### config.mk
export PLATFORM = sky130hd
export DESIGN_NAME = stride_seq
export DESIGN_NICKNAME = d
export VERILOG_FILES = /design/src/rtl/stride_pkg.sv /design/src/rtl/stride_ctrl.sv /design/src/rtl/stride_addr_gen.sv /design/src/rtl/stride_lane_data.sv /design/src/rtl/stride_seq.sv
export SDC_FILE = /design/constraint.sdc
export NUM_CORES = 2
export LEC_CHECK = 0
export ABC_AREA = 1
export BUFFER_PORTS_ARGS = -buffer_cell sky130_fd_sc_hd__buf_2
export CAP_MARGIN = 10
export CORE_AREA = 2 2 295 297
export DETAILED_ROUTE_END_ITERATION = 8
export DIE_AREA = 0 0 297 299
export PLACE_DENSITY_LB_ADDON = 0.15
export SYNTH_ARGS = -nofsm -noshare
export SYNTH_HDL_FRONTEND = slang
export SYNTH_SLANG_ARGS = --single-unit
### constraint.sdc
create_clock -name clk -period 5.87 [get_ports clk]
set_input_delay 0.587 -clock clk [delete_from_list [all_inputs] [get_ports clk]]
set_output_delay 0.587 -clock clk [all_outputs]
set_load 0.05 [all_outputs]
### src/rtl/stride_pkg.sv
package stride_pkg;
    typedef enum logic [2:0] {
        ST_IDLE,
        ST_ISSUE,
        ST_DRAIN,
        ST_FIN,
        ST_REJECT
    } seq_state_t;
endpackage

### src/rtl/stride_ctrl.sv
module stride_ctrl
    import stride_pkg::*;
#(
    parameter int IDX_W      = 4,
    parameter int LW         = 4,
    parameter int STRIDE_W   = 3,
    parameter int STRIDE_MIN = 2,
    parameter int STRIDE_MAX = 7
) (
    input  logic                clk,
    input  logic                rst_n,
    input  logic                cmd_valid,
    input  logic                cmd_store,
    input  logic                cmd_wide,
    input  logic [STRIDE_W-1:0] cmd_stride,
    input  logic                mem_req_ready,
    input  logic                mem_rsp_valid,
    output logic                cmd_ready,
    output logic                cmd_take,
    output logic                mem_req_valid,
    output logic                req_fire,
    output logic                rsp_fire,
    output logic                commit,
    output logic                store_q,
    output logic                wide_q,
    output logic                done,
    output logic                illegal,
    output logic [IDX_W-1:0]    req_idx,
    output logic [IDX_W-1:0]    rsp_idx
);
    localparam int LN = 2 * LW;

    seq_state_t state_q, state_d;
    logic [IDX_W-1:0] req_idx_q, rsp_idx_q, last_idx;
    logic legal, last_req, last_rsp, in_flight;

    assign legal     = (int'(cmd_stride) >= STRIDE_MIN) && (int'(cmd_stride) <= STRIDE_MAX);
    assign last_idx  = wide_q ? IDX_W'(LW - 1) : IDX_W'(LN - 1);
    assign last_req  = (req_idx_q == last_idx);
    assign last_rsp  = (rsp_idx_q == last_idx);
    assign in_flight = (state_q == ST_ISSUE) || (state_q == ST_DRAIN);
    assign cmd_take  = cmd_valid && cmd_ready && legal;
    assign req_fire  = mem_req_valid && mem_req_ready;
    assign rsp_fire  = mem_rsp_valid && in_flight && !store_q;
    assign commit    = rsp_fire && last_rsp;
    assign req_idx   = req_idx_q;
    assign rsp_idx   = rsp_idx_q;

    // state register
    always_ff @(posedge clk or negedge rst_n) begin
        if (!rst_n) state_q <= ST_IDLE;
        else        state_q <= state_d;
    end

    // transitions
    always_comb begin
        state_d = state_q;
        unique case (state_q)
            ST_IDLE:   if (cmd_valid) state_d = legal ? ST_ISSUE : ST_REJECT;
            ST_ISSUE:  if (req_fire && last_req) state_d = store_q ? ST_FIN : ST_DRAIN;
            ST_DRAIN:  if (commit) state_d = ST_FIN;
            ST_FIN:    state_d = ST_IDLE;
            ST_REJECT: state_d = ST_IDLE;
            default:   state_d = ST_IDLE;
        endcase
    end

    // outputs decoded from state
    always_comb begin
        cmd_ready     = 1'b0;
        mem_req_valid = 1'b0;
        done          = 1'b0;
        illegal       = 1'b0;
        unique case (state_q)
            ST_IDLE:   cmd_ready     = 1'b1;
            ST_ISSUE:  mem_req_valid = 1'b1;
            ST_DRAIN:  ;
            ST_FIN:    done          = 1'b1;
            ST_REJECT: illegal       = 1'b1;
            default:   ;
        endcase
    end

    // lane counters and latched command attributes
    always_ff @(posedge clk or negedge rst_n) begin
        if (!rst_n) begin
            req_idx_q <= '0;
            rsp_idx_q <= '0;
            store_q   <= 1'b0;
            wide_q    <= 1'b0;
        end else if (cmd_take) begin
            req_idx_q <= '0;
            rsp_idx_q <= '0;
            store_q   <= cmd_store;
            wide_q    <= cmd_wide;
        end else begin
            if (req_fire) req_idx_q <= req_idx_q + 1'b1;
            if (rsp_fire) rsp_idx_q <= rsp_idx_q + 1'b1;
        end
    end

    // responses never overtake requests while draining
    assert_rsp_behind_req_R7: assert property (@(posedge clk) disable iff (!rst_n)
        (state_q == ST_DRAIN) |-> (rsp_idx_q < req_idx_q));

    // on completion the request count equals the lane count
    assert_lane_count_R3: assert property (@(posedge clk) disable iff (!rst_n)
        (state_q == ST_FIN) |-> (req_idx_q == (wide_q ? IDX_W'(LW) : IDX_W'(LN))));
endmodule

### src/rtl/stride_addr_gen.sv
module stride_addr_gen #(
    parameter int ADDR_W   = 48,
    parameter int STRIDE_W = 3,
    parameter int WORD_W   = 64
) (
    input  logic                clk,
    input  logic                rst_n,
    input  logic                load,
    input  logic [ADDR_W-1:0]   base,
    input  logic [STRIDE_W-1:0] stride,
    input  logic                wide,
    input  logic                advance,
    output logic [ADDR_W-1:0]   addr
);
    localparam int SH_WIDE   = $clog2(WORD_W / 8);
    localparam int SH_NARROW = SH_WIDE - 1;

    logic [ADDR_W-1:0] addr_q, step_q, step_d;

    assign step_d = wide ? (ADDR_W'(stride) << SH_WIDE) : (ADDR_W'(stride) << SH_NARROW);
    assign addr   = addr_q;

    always_ff @(posedge clk or negedge rst_n) begin
        if (!rst_n) begin
            addr_q <= '0;
            step_q <= '0;
        end else if (load) begin
            addr_q <= base;
            step_q <= step_d;
        end else if (advance) begin
            addr_q <= addr_q + step_q;
        end
    end
endmodule

### src/rtl/stride_lane_data.sv
module stride_lane_data #(
    parameter int VEC_W  = 256,
    parameter int WORD_W = 64,
    parameter int IDX_W  = 4
) (
    input  logic              clk,
    input  logic              rst_n,
    input  logic              src_load,
    input  logic [VEC_W-1:0]  src_in,
    input  logic              wide,
    input  logic [IDX_W-1:0]  req_idx,
    input  logic              rsp_fire,
    input  logic [IDX_W-1:0]  rsp_idx,
    input  logic [WORD_W-1:0] rsp_data,
    input  logic              commit,
    output logic [WORD_W-1:0] wdata,
    output logic [VEC_W-1:0]  result
);
    localparam int HALF = WORD_W / 2;
    localparam int NS   = VEC_W / HALF;
    localparam int SW   = $clog2(NS);

    logic [VEC_W-1:0] src_q, result_q, packed_d;
    logic [HALF-1:0]  src_slot [NS];
    logic [HALF-1:0]  buf_q    [NS];
    logic [HALF-1:0]  buf_d    [NS];
    logic [SW-1:0]    sel_lo, sel_hi;

    for (genvar s = 0; s < NS; s++) begin : g_slot
        logic hit;
        logic [HALF-1:0] incoming;
        assign src_slot[s] = src_q[s*HALF +: HALF];
        assign hit = rsp_fire && (wide ? (rsp_idx == IDX_W'(s / 2)) : (rsp_idx == IDX_W'(s)));
        if (s % 2 == 1) begin : g_odd
            assign incoming = wide ? rsp_data[WORD_W-1:HALF] : rsp_data[HALF-1:0];
        end else begin : g_even
            assign incoming = rsp_data[HALF-1:0];
        end
        assign buf_d[s] = hit ? incoming : buf_q[s];
        assign packed_d[s*HALF +: HALF] = buf_d[s];
    end

    assign sel_lo = wide ? {req_idx[SW-2:0], 1'b0} : req_idx[SW-1:0];
    assign sel_hi = {req_idx[SW-2:0], 1'b1};
    assign wdata  = wide ? {src_slot[sel_hi], src_slot[sel_lo]}
                         : {{HALF{1'b0}}, src_slot[sel_lo]};
    assign result = result_q;

    always_ff @(posedge clk or negedge rst_n) begin
        if (!rst_n) begin
            src_q    <= '0;
            result_q <= '0;
            for (int s = 0; s < NS; s++) buf_q[s] <= '0;
        end else begin
            if (src_load) src_q <= src_in;
            for (int s = 0; s < NS; s++) buf_q[s] <= buf_d[s];
            if (commit) result_q <= packed_d;
        end
    end
endmodule

### src/rtl/stride_seq.sv
module stride_seq
    import stride_pkg::*;
#(
    parameter int ADDR_W     = 48,
    parameter int VEC_W      = 256,
    parameter int WORD_W     = 64,
    parameter int STRIDE_W   = 3,
    parameter int STRIDE_MIN = 2,
    parameter int STRIDE_MAX = 7
) (
    input  logic                clk,
    input  logic                rst_n,
    input  logic                cmd_valid,
    output logic                cmd_ready,
    input  logic                cmd_store,
    input  logic                cmd_wide,
    input  logic [STRIDE_W-1:0] cmd_stride,
    input  logic [ADDR_W-1:0]   cmd_base,
    input  logic [VEC_W-1:0]    cmd_src,
    output logic                mem_req_valid,
    input  logic                mem_req_ready,
    output logic                mem_req_write,
    output logic                mem_req_wide,
    output logic [ADDR_W-1:0]   mem_req_addr,
    output logic [WORD_W-1:0]   mem_req_wdata,
    input  logic                mem_rsp_valid,
    input  logic [WORD_W-1:0]   mem_rsp_data,
    output logic                done,
    output logic                illegal,
    output logic [VEC_W-1:0]    result_data
);
    localparam int LW    = VEC_W / WORD_W;
    localparam int IDX_W = $clog2(2 * LW + 1);

    logic cmd_take, req_fire, rsp_fire, commit, store_q, wide_q;
    logic [IDX_W-1:0] req_idx, rsp_idx;

    stride_ctrl #(
        .IDX_W(IDX_W), .LW(LW), .STRIDE_W(STRIDE_W),
        .STRIDE_MIN(STRIDE_MIN), .STRIDE_MAX(STRIDE_MAX)
    ) u_ctrl (
        .clk(clk), .rst_n(rst_n),
        .cmd_valid(cmd_valid), .cmd_store(cmd_store), .cmd_wide(cmd_wide),
        .cmd_stride(cmd_stride), .mem_req_ready(mem_req_ready),
        .mem_rsp_valid(mem_rsp_valid), .cmd_ready(cmd_ready), .cmd_take(cmd_take),
        .mem_req_valid(mem_req_valid), .req_fire(req_fire), .rsp_fire(rsp_fire),
        .commit(commit), .store_q(store_q), .wide_q(wide_q), .done(done),
        .illegal(illegal), .req_idx(req_idx), .rsp_idx(rsp_idx)
    );

    stride_addr_gen #(.ADDR_W(ADDR_W), .STRIDE_W(STRIDE_W), .WORD_W(WORD_W)) u_addr (
        .clk(clk), .rst_n(rst_n), .load(cmd_take), .base(cmd_base),
        .stride(cmd_stride), .wide(cmd_wide), .advance(req_fire), .addr(mem_req_addr)
    );

    stride_lane_data #(.VEC_W(VEC_W), .WORD_W(WORD_W), .IDX_W(IDX_W)) u_lanes (
        .clk(clk), .rst_n(rst_n), .src_load(cmd_take), .src_in(cmd_src),
        .wide(wide_q), .req_idx(req_idx), .rsp_fire(rsp_fire), .rsp_idx(rsp_idx),
        .rsp_data(mem_rsp_data), .commit(commit), .wdata(mem_req_wdata),
        .result(result_data)
    );

    assign mem_req_write = store_q;
    assign mem_req_wide  = wide_q;

    // a rejected stride leads to an illegal pulse and no request
    assert_reject_quiet_R2: assert property (@(posedge clk) disable iff (!rst_n)
        (cmd_valid && cmd_ready && ((int'(cmd_stride) < STRIDE_MIN) || (int'(cmd_stride) > STRIDE_MAX)))
        |=> (illegal && !mem_req_valid));

    // the first request goes to the base address
    assert_first_addr_R4: assert property (@(posedge clk) disable iff (!rst_n)
        (cmd_valid && cmd_ready && (int'(cmd_stride) >= STRIDE_MIN) && (int'(cmd_stride) <= STRIDE_MAX))
        |=> (mem_req_valid && mem_req_addr == $past(cmd_base)));

    // a stalled request holds its address and data
    assert_stall_hold_R5: assert property (@(posedge clk) disable iff (!rst_n)
        (mem_req_valid && !mem_req_ready)
        |=> (mem_req_valid && $stable(mem_req_addr) && $stable(mem_req_wdata)));

    // the result moves only in a done cycle
    assert_result_stable_R8: assert property (@(posedge clk) disable iff (!rst_n)
        !done |-> $stable(result_data));

    // done lasts one cycle
    assert_done_pulse_R9: assert property (@(posedge clk) disable iff (!rst_n)
        done |=> !done);

    // the sequencer is ready again right after completion
    assert_ready_after_done_R10: assert property (@(posedge clk) disable iff (!rst_n)
        (done || illegal) |=> cmd_ready);
endmodule

* Word-level counts from Yosys, hierarchy flattened
Index checks and enable logic that the tools add are counted.
** Operators by class
- Add/subtract/negate cells :: 3
- $mul :: 0
- Div/mod/pow operators :: 0
- Magnitude comparators :: 3
- Equality and inequality tests :: 16
- Shift operators :: 0
- Mux-type cells :: 42
- Bitwise logic cells :: 2
- Reductions and logical operators :: 22
** Operators with widths (count)
- 2-to-1 mux 32 bit :: 13
- binary-select mux 32 bit (select 3 bit) :: 2
- 2-to-1 mux 48 bit :: 2
- 2-to-1 mux 64 bit :: 1
- adder 48 bit :: 1
- 2-to-1 mux 3 bit :: 6
- equality test 4 x 3 -> 1 bit (second input constant) :: 4
- 2-to-1 mux 4 bit :: 4
- logical AND 1 bit :: 15
- 2-to-1 mux 1 bit :: 12
- one-hot mux 3 bit (3 select lines) :: 1
- adder 4 x 1 -> 4 bit (second input constant) :: 2
- equality test 4 x 2 -> 1 bit (second input constant) :: 2
- equality test 4 bit :: 2
- >= comparator 4 bit (second input constant) :: 2
- NOT 3 -> 4 bit :: 2
- equality test 3 x 2 -> 1 bit (second input constant) :: 2
- 2-to-1 mux 6 bit :: 1
- != test 2 bit (second input constant) :: 3
- equality test 4 x 1 -> 1 bit (second input constant) :: 1
- zero test 4 bit :: 1
- nonzero test 2 bit :: 2
- equality test 3 x 1 -> 1 bit (second input constant) :: 1
- equality test 3 bit (second input constant) :: 1
- other kinds (5) :: 5
** Storage, ports and cells
- Flip-flop bits (word level) :: 877
- Latch bits :: 0
- Memory bits (writable) :: 0
- Bits in read-only memories :: 0
- Input port bits :: 378
- Output and inout bits :: 374
- Logic and storage cells :: 105
- Memories kept :: 0

* Logic depth before layout (Yosys ltp)
- Word-level depth :: 7
- Mapped depth :: 12
- Mapped depth without buffers :: 11

* Cells and area by module
Synthesis repeated with hierarchy kept, for this count alone.
** Second synthesis, totals
- Cells, all modules :: 4599
- Area, all modules :: 39374.0 µm²
** Modules (own cells, without submodules)
- stride_lane_data :: times used 1, cells each 3984, area an instance 34909.7 µm², sequential area each 19218.4 µm²
- stride_addr_gen :: times used 1, cells each 516, area an instance 3704.8 µm², sequential area each 1301.2 µm²
- stride_ctrl :: times used 1, cells each 99, area an instance 759.5 µm², sequential area each 325.3 µm²

* Worst setup path before layout
Ideal clock, no wire load.
- Path kind :: flip-flop to output port
- Start :: register u_ctrl.wide_q
- End :: output port mem_req_wdata[26]
- Arrival :: 2704 ps
- Required time :: 5283 ps
- Slack :: 2579 ps
- Cell stages (with the launch flop) :: 10
- Path buffers :: 3
- Path through :: dfrtp_1 buf_2 nand2_1 o21ai_1 inv_1 buf_2 buf_2 a21oi_1 o21ai_0 a31oi_1
** Between the ends
- Word-level cells in the longest chain between the ends :: 6
** RTL lines
- from (decl) :: RTL line stride_ctrl.sv:25 : output logic wide_q,
- from (signal assigned) :: RTL line stride_ctrl.sv:95 : wide_q <= cmd_wide;
- 2-to-1 mux 3 bit :: RTL line stride_lane_data.sv:43 : assign sel_lo = wide ? {req_idx[SW-2:0], 1'b0} : req_idx[SW-1:0];
- NOT 3 -> 4 bit (not written as such) :: RTL line stride_lane_data.sv:45, stride_lane_data.sv:46
- binary-select mux 32 bit (select 3 bit) :: RTL line stride_lane_data.sv:45, stride_lane_data.sv:46
- 2-to-1 mux 32 bit (not written as such) (2 in a row) :: RTL line stride_lane_data.sv:45, stride_lane_data.sv:46
- 2-to-1 mux 64 bit :: RTL line stride_lane_data.sv:45 : assign wdata = wide ? {src_slot[sel_hi], src_slot[sel_lo]}
- to (decl) :: RTL line stride_seq.sv:25 : output logic [WORD_W-1:0] mem_req_wdata,
Every way passes these cells. The select of a mux whose other input is x is not followed.

* Worst setup path after layout
- Start :: register u_ctrl.wide_q
- End :: output port mem_req_wdata[3]
Same word-level chain as after synthesis.

==> flow_summary.ini <==
[global_routing]
grt_antenna_before_repair = 26
track_usage_pct = 28.2
grt_max_degree = 227
first_global_vias = 30600
globalRouteOverflowTotal = 0
global_route_wire_length_before_repair_um = 192000

[cells_and_area]
synthToLayoutAreaGrowth_pct = 22.5
final_design_area_no_fill_mm2 = 0.0431
final_nets = 5367
finalNonFillerCells = 6215
drive_gt1_share_pct = 19.6

[route]
routed_wl_per_cell_um = 20.5
detail_route.vias_per_cell = 5.11
route.vias.total = 31800
dr.pass1.iters = 5
drt_iter0_drc = 2716
detail_route.wirelength_um = 128000
drtAntennaViolNets = 0
drc = 0

[cts]
numClockSinks = 801
worstSkewPairLatency_ps = 650
ctsHtreeMaxLevel = 3
hold_buffers = 0
post_cts_resized = 0
ctsRootBufferMaster = sky130_fd_sc_hd__clkbuf_16
max-clock-path-buffers = 3
tritoncts = built
path_clk_slew_ps = 60
post_cts.repair.setup_buffers = 0
cts_made_buffers = 89

[worst_setup_path]
timing.critical_path.fanout_max = 39
cp-end-kind = output pin
ff2ff_setup_slack_ps = 1840
criticalPathCategory = flop to output pin
timing.critical_path.arrival_ps = 3940
path_cells = clkinv_2, nor2_1, nor2_2, buf_4, inv_1, buf_4, nor2_1, a31oi_1, buf_12
critPathMaxStageDelay_ps = 770
start_kind = flop
rr_worst_depth = 7
reg_to_reg_start = u_ctrl.wide_q$_DFFE_PN0P_
required_ps = 5280
crit-reg2reg-capture = u_lanes.result[210]$_DFFE_PN0P_
slowest_stage = sky130_fd_sc_hd__clkinv_2

[synth]
yosys.area.top_type_share_pct = 57.0
count_of_cell_types_in_the_netlist = 38
synth.ff_latch_count = 801
synth_top_cell_by_area = sky130_fd_sc_hd__dfrtp_1
post_synth_inst_count = 4346
ys_dominant_reg_cell = sky130_fd_sc_hd__dfrtp_1
synthTopCellsByArea = sky130_fd_sc_hd__dfrtp_1 (57%), sky130_fd_sc_hd__nand2_1 (17%), sky130_fd_sc_hd__o21ai_0 (6.9%), sky130_fd_sc_hd__a21oi_1 (4.4%), sky130_fd_sc_hd__nor2_1 (4.0%)
synth.most_common_cell = sky130_fd_sc_hd__nand2_1
post_synth_edffs = 0
yosys-top-cells-count = sky130_fd_sc_hd__nand2_1 (1639), sky130_fd_sc_hd__dfrtp_1 (801), sky130_fd_sc_hd__o21ai_0 (482), sky130_fd_sc_hd__nor2_1 (370), sky130_fd_sc_hd__a21oi_1 (312)
synth_sequential_area_ratio_pct = 57.0
synth_area_per_cell_um2 = 8.09
mapped_area_mm2 = 0.0352
synth.yosys.warnings = 0
asyncSetResetFlopFracSynth_pct = 100
postSynthNetCount = 4734

[sta]
timing.fmax_mhz = 221
tightestPinTransition_ps = 1200
rsz0062_at_grt = no
fin_hold_ws_ps = -27.6
finalHoldViolations = 3
setup-violations-final = 0
fin_worst_skew_ps = 32.6
fin_crit_share_pct = 77.1
setup_tns_ps = 0
drv_slew = 0
slew_headroom_pct = 19.1
fin_crit_ps = 4530
layout_setup_ws_ps = 1340

[power]
max-vdd-ir-drop_mv = 0.835
pwr_density_cell_mw_per_mm2 = 701
power_uw = 30200
power.leakage_uw = 0.0222

[floorplan]
die_w_um = 297
floorplan.die.height_um = 299
floorplan.rows = 108
floorplan.initialDensity_pct = 40.9
num_io_pins = 752
core_mm2 = 0.0859
die_area_mm2 = 0.0888

[placement]
placed_area_mm2 = 0.0399
final_estimated_routing_congestion_in_global_placement = 0.925
post_detail_place_hpwl_um = 89400
post-place-cells = 6043
number_of_input_and_output_port_buffers_inserted = 751
dp_slack_ps = 1850

[job]
drv_cap = 0

[run_status]
failed_checks = negative hold slack
status = finished with violations

[hold_path]
hp-class = input pin to asynchronous set/reset pin
[worst max path at each step]
stage                                              from                             end
final                         u_ctrl.wide_q$_DFFE_PN0P_                mem_req_wdata[3]
after global routing          u_ctrl.wide_q$_DFFE_PN0P_                mem_req_wdata[3]
after CTS                 u_ctrl.req_idx[1]$_DFFE_PN0P_                mem_req_wdata[3]
after detailed placement      u_ctrl.wide_q$_DFFE_PN0P_  u_lanes.result[70]$_DFFE_PN0P_
after global placement        u_ctrl.wide_q$_DFFE_PN0P_  u_lanes.result[12]$_DFFE_PN0P_
after floorplan               u_ctrl.wide_q$_DFFE_PN0P_               mem_req_wdata[26]
[area by class of cell]
type | instances | area (um2)
Clock inverter | 27 | 468
Sequential cell | 801 | 20000
Multi-Input combinational cell | 3051 | 13200
Inverter | 242 | 915
Tap cell | 1155 | 1450
Antenna cell | 11 | 27.5
Fill cell | 8502 | 42900
Clock buffer | 134 | 2660
Timing Repair Buffer | 794 | 4280
[registers in the layout, summed over array words and instances, names as in the netlist]
signal          count
u_lanes.result    256
u_lanes.src_q     256
u_lanes.buf_q     224
u_addr.addr        48
u_addr.step_q       4
u_ctrl.req_idx      4
u_ctrl.rsp_idx      4
u_ctrl.state_q      3
u_ctrl.store_q      1
u_ctrl.wide_q       1
[stage by stage]
stage | util [%] | hold WS [ps]
floorplan | - | 291
global route | 50.1 | 13.8
detailed placement | 46.4 | 460
finish | 50.1 | -27.6
global placement | 46.4 | 457
CTS | 50.1 | 20.4
[cell usage in the layout, fill, tap and decap left out, types with 26 or more instances in the layout]
cell type,Yosys,routed
sky130_fd_sc_hd__o211ai_1,34,34
sky130_fd_sc_hd__nor2_1,370,369
sky130_fd_sc_hd__nand3_1,71,71
sky130_fd_sc_hd__nand2_1,1639,1636
sky130_fd_sc_hd__dfrtp_1,801,800
sky130_fd_sc_hd__buf_4,0,34
sky130_fd_sc_hd__inv_1,236,235
sky130_fd_sc_hd__clkbuf_16,0,89
sky130_fd_sc_hd__or2_2,33,33
sky130_fd_sc_hd__buf_2,76,745
sky130_fd_sc_hd__clkbuf_8,0,26
sky130_fd_sc_hd__o21ai_0,482,482
sky130_fd_sc_hd__a21oi_1,312,312
[worst max-delay path: cells and delay by family, from the launching register on]
| family | cells | cell delay [ps] |
|---|---|---|
| flip-flops | 1 | 720 |
| buffers and inverters | 5 | 1660 |
| AO/OA/AOI/OAI | 1 | 310 |
| AND/OR/NAND/NOR | 3 | 530 |
[logic make-up after synthesis]
family	share of synthesized area [%]
simple gates	23.8
compound gates	12.9
flops	57.0
buf+inv	5.54
fa+ha+maj	0.377
mux	0.256
xor+xnor	0.149
[power by group]
group          leakage, uW  total, uW  internal [uW]  switching [uW]
Sequential         0.00988       9560           8070            1480
Clock              0.00153       5900           3500            2400
Combinational       0.0108      14700           3550           11200
Total               0.0222      30200          15100           15100
[per-layer routing]
metal | up-vias | wire length, um | GRT usage [%]
met1 | 15200 | 54700 | 38.6
met5 | - | 117 | 0
met3 | 262 | 7950 | 4.37
met2 | 1156 | 58600 | 44.4
li1 | 15100 | - | -
met4 | 18 | 6330 | 13.0
Note: power is estimated with default switching activity, not from simulation.
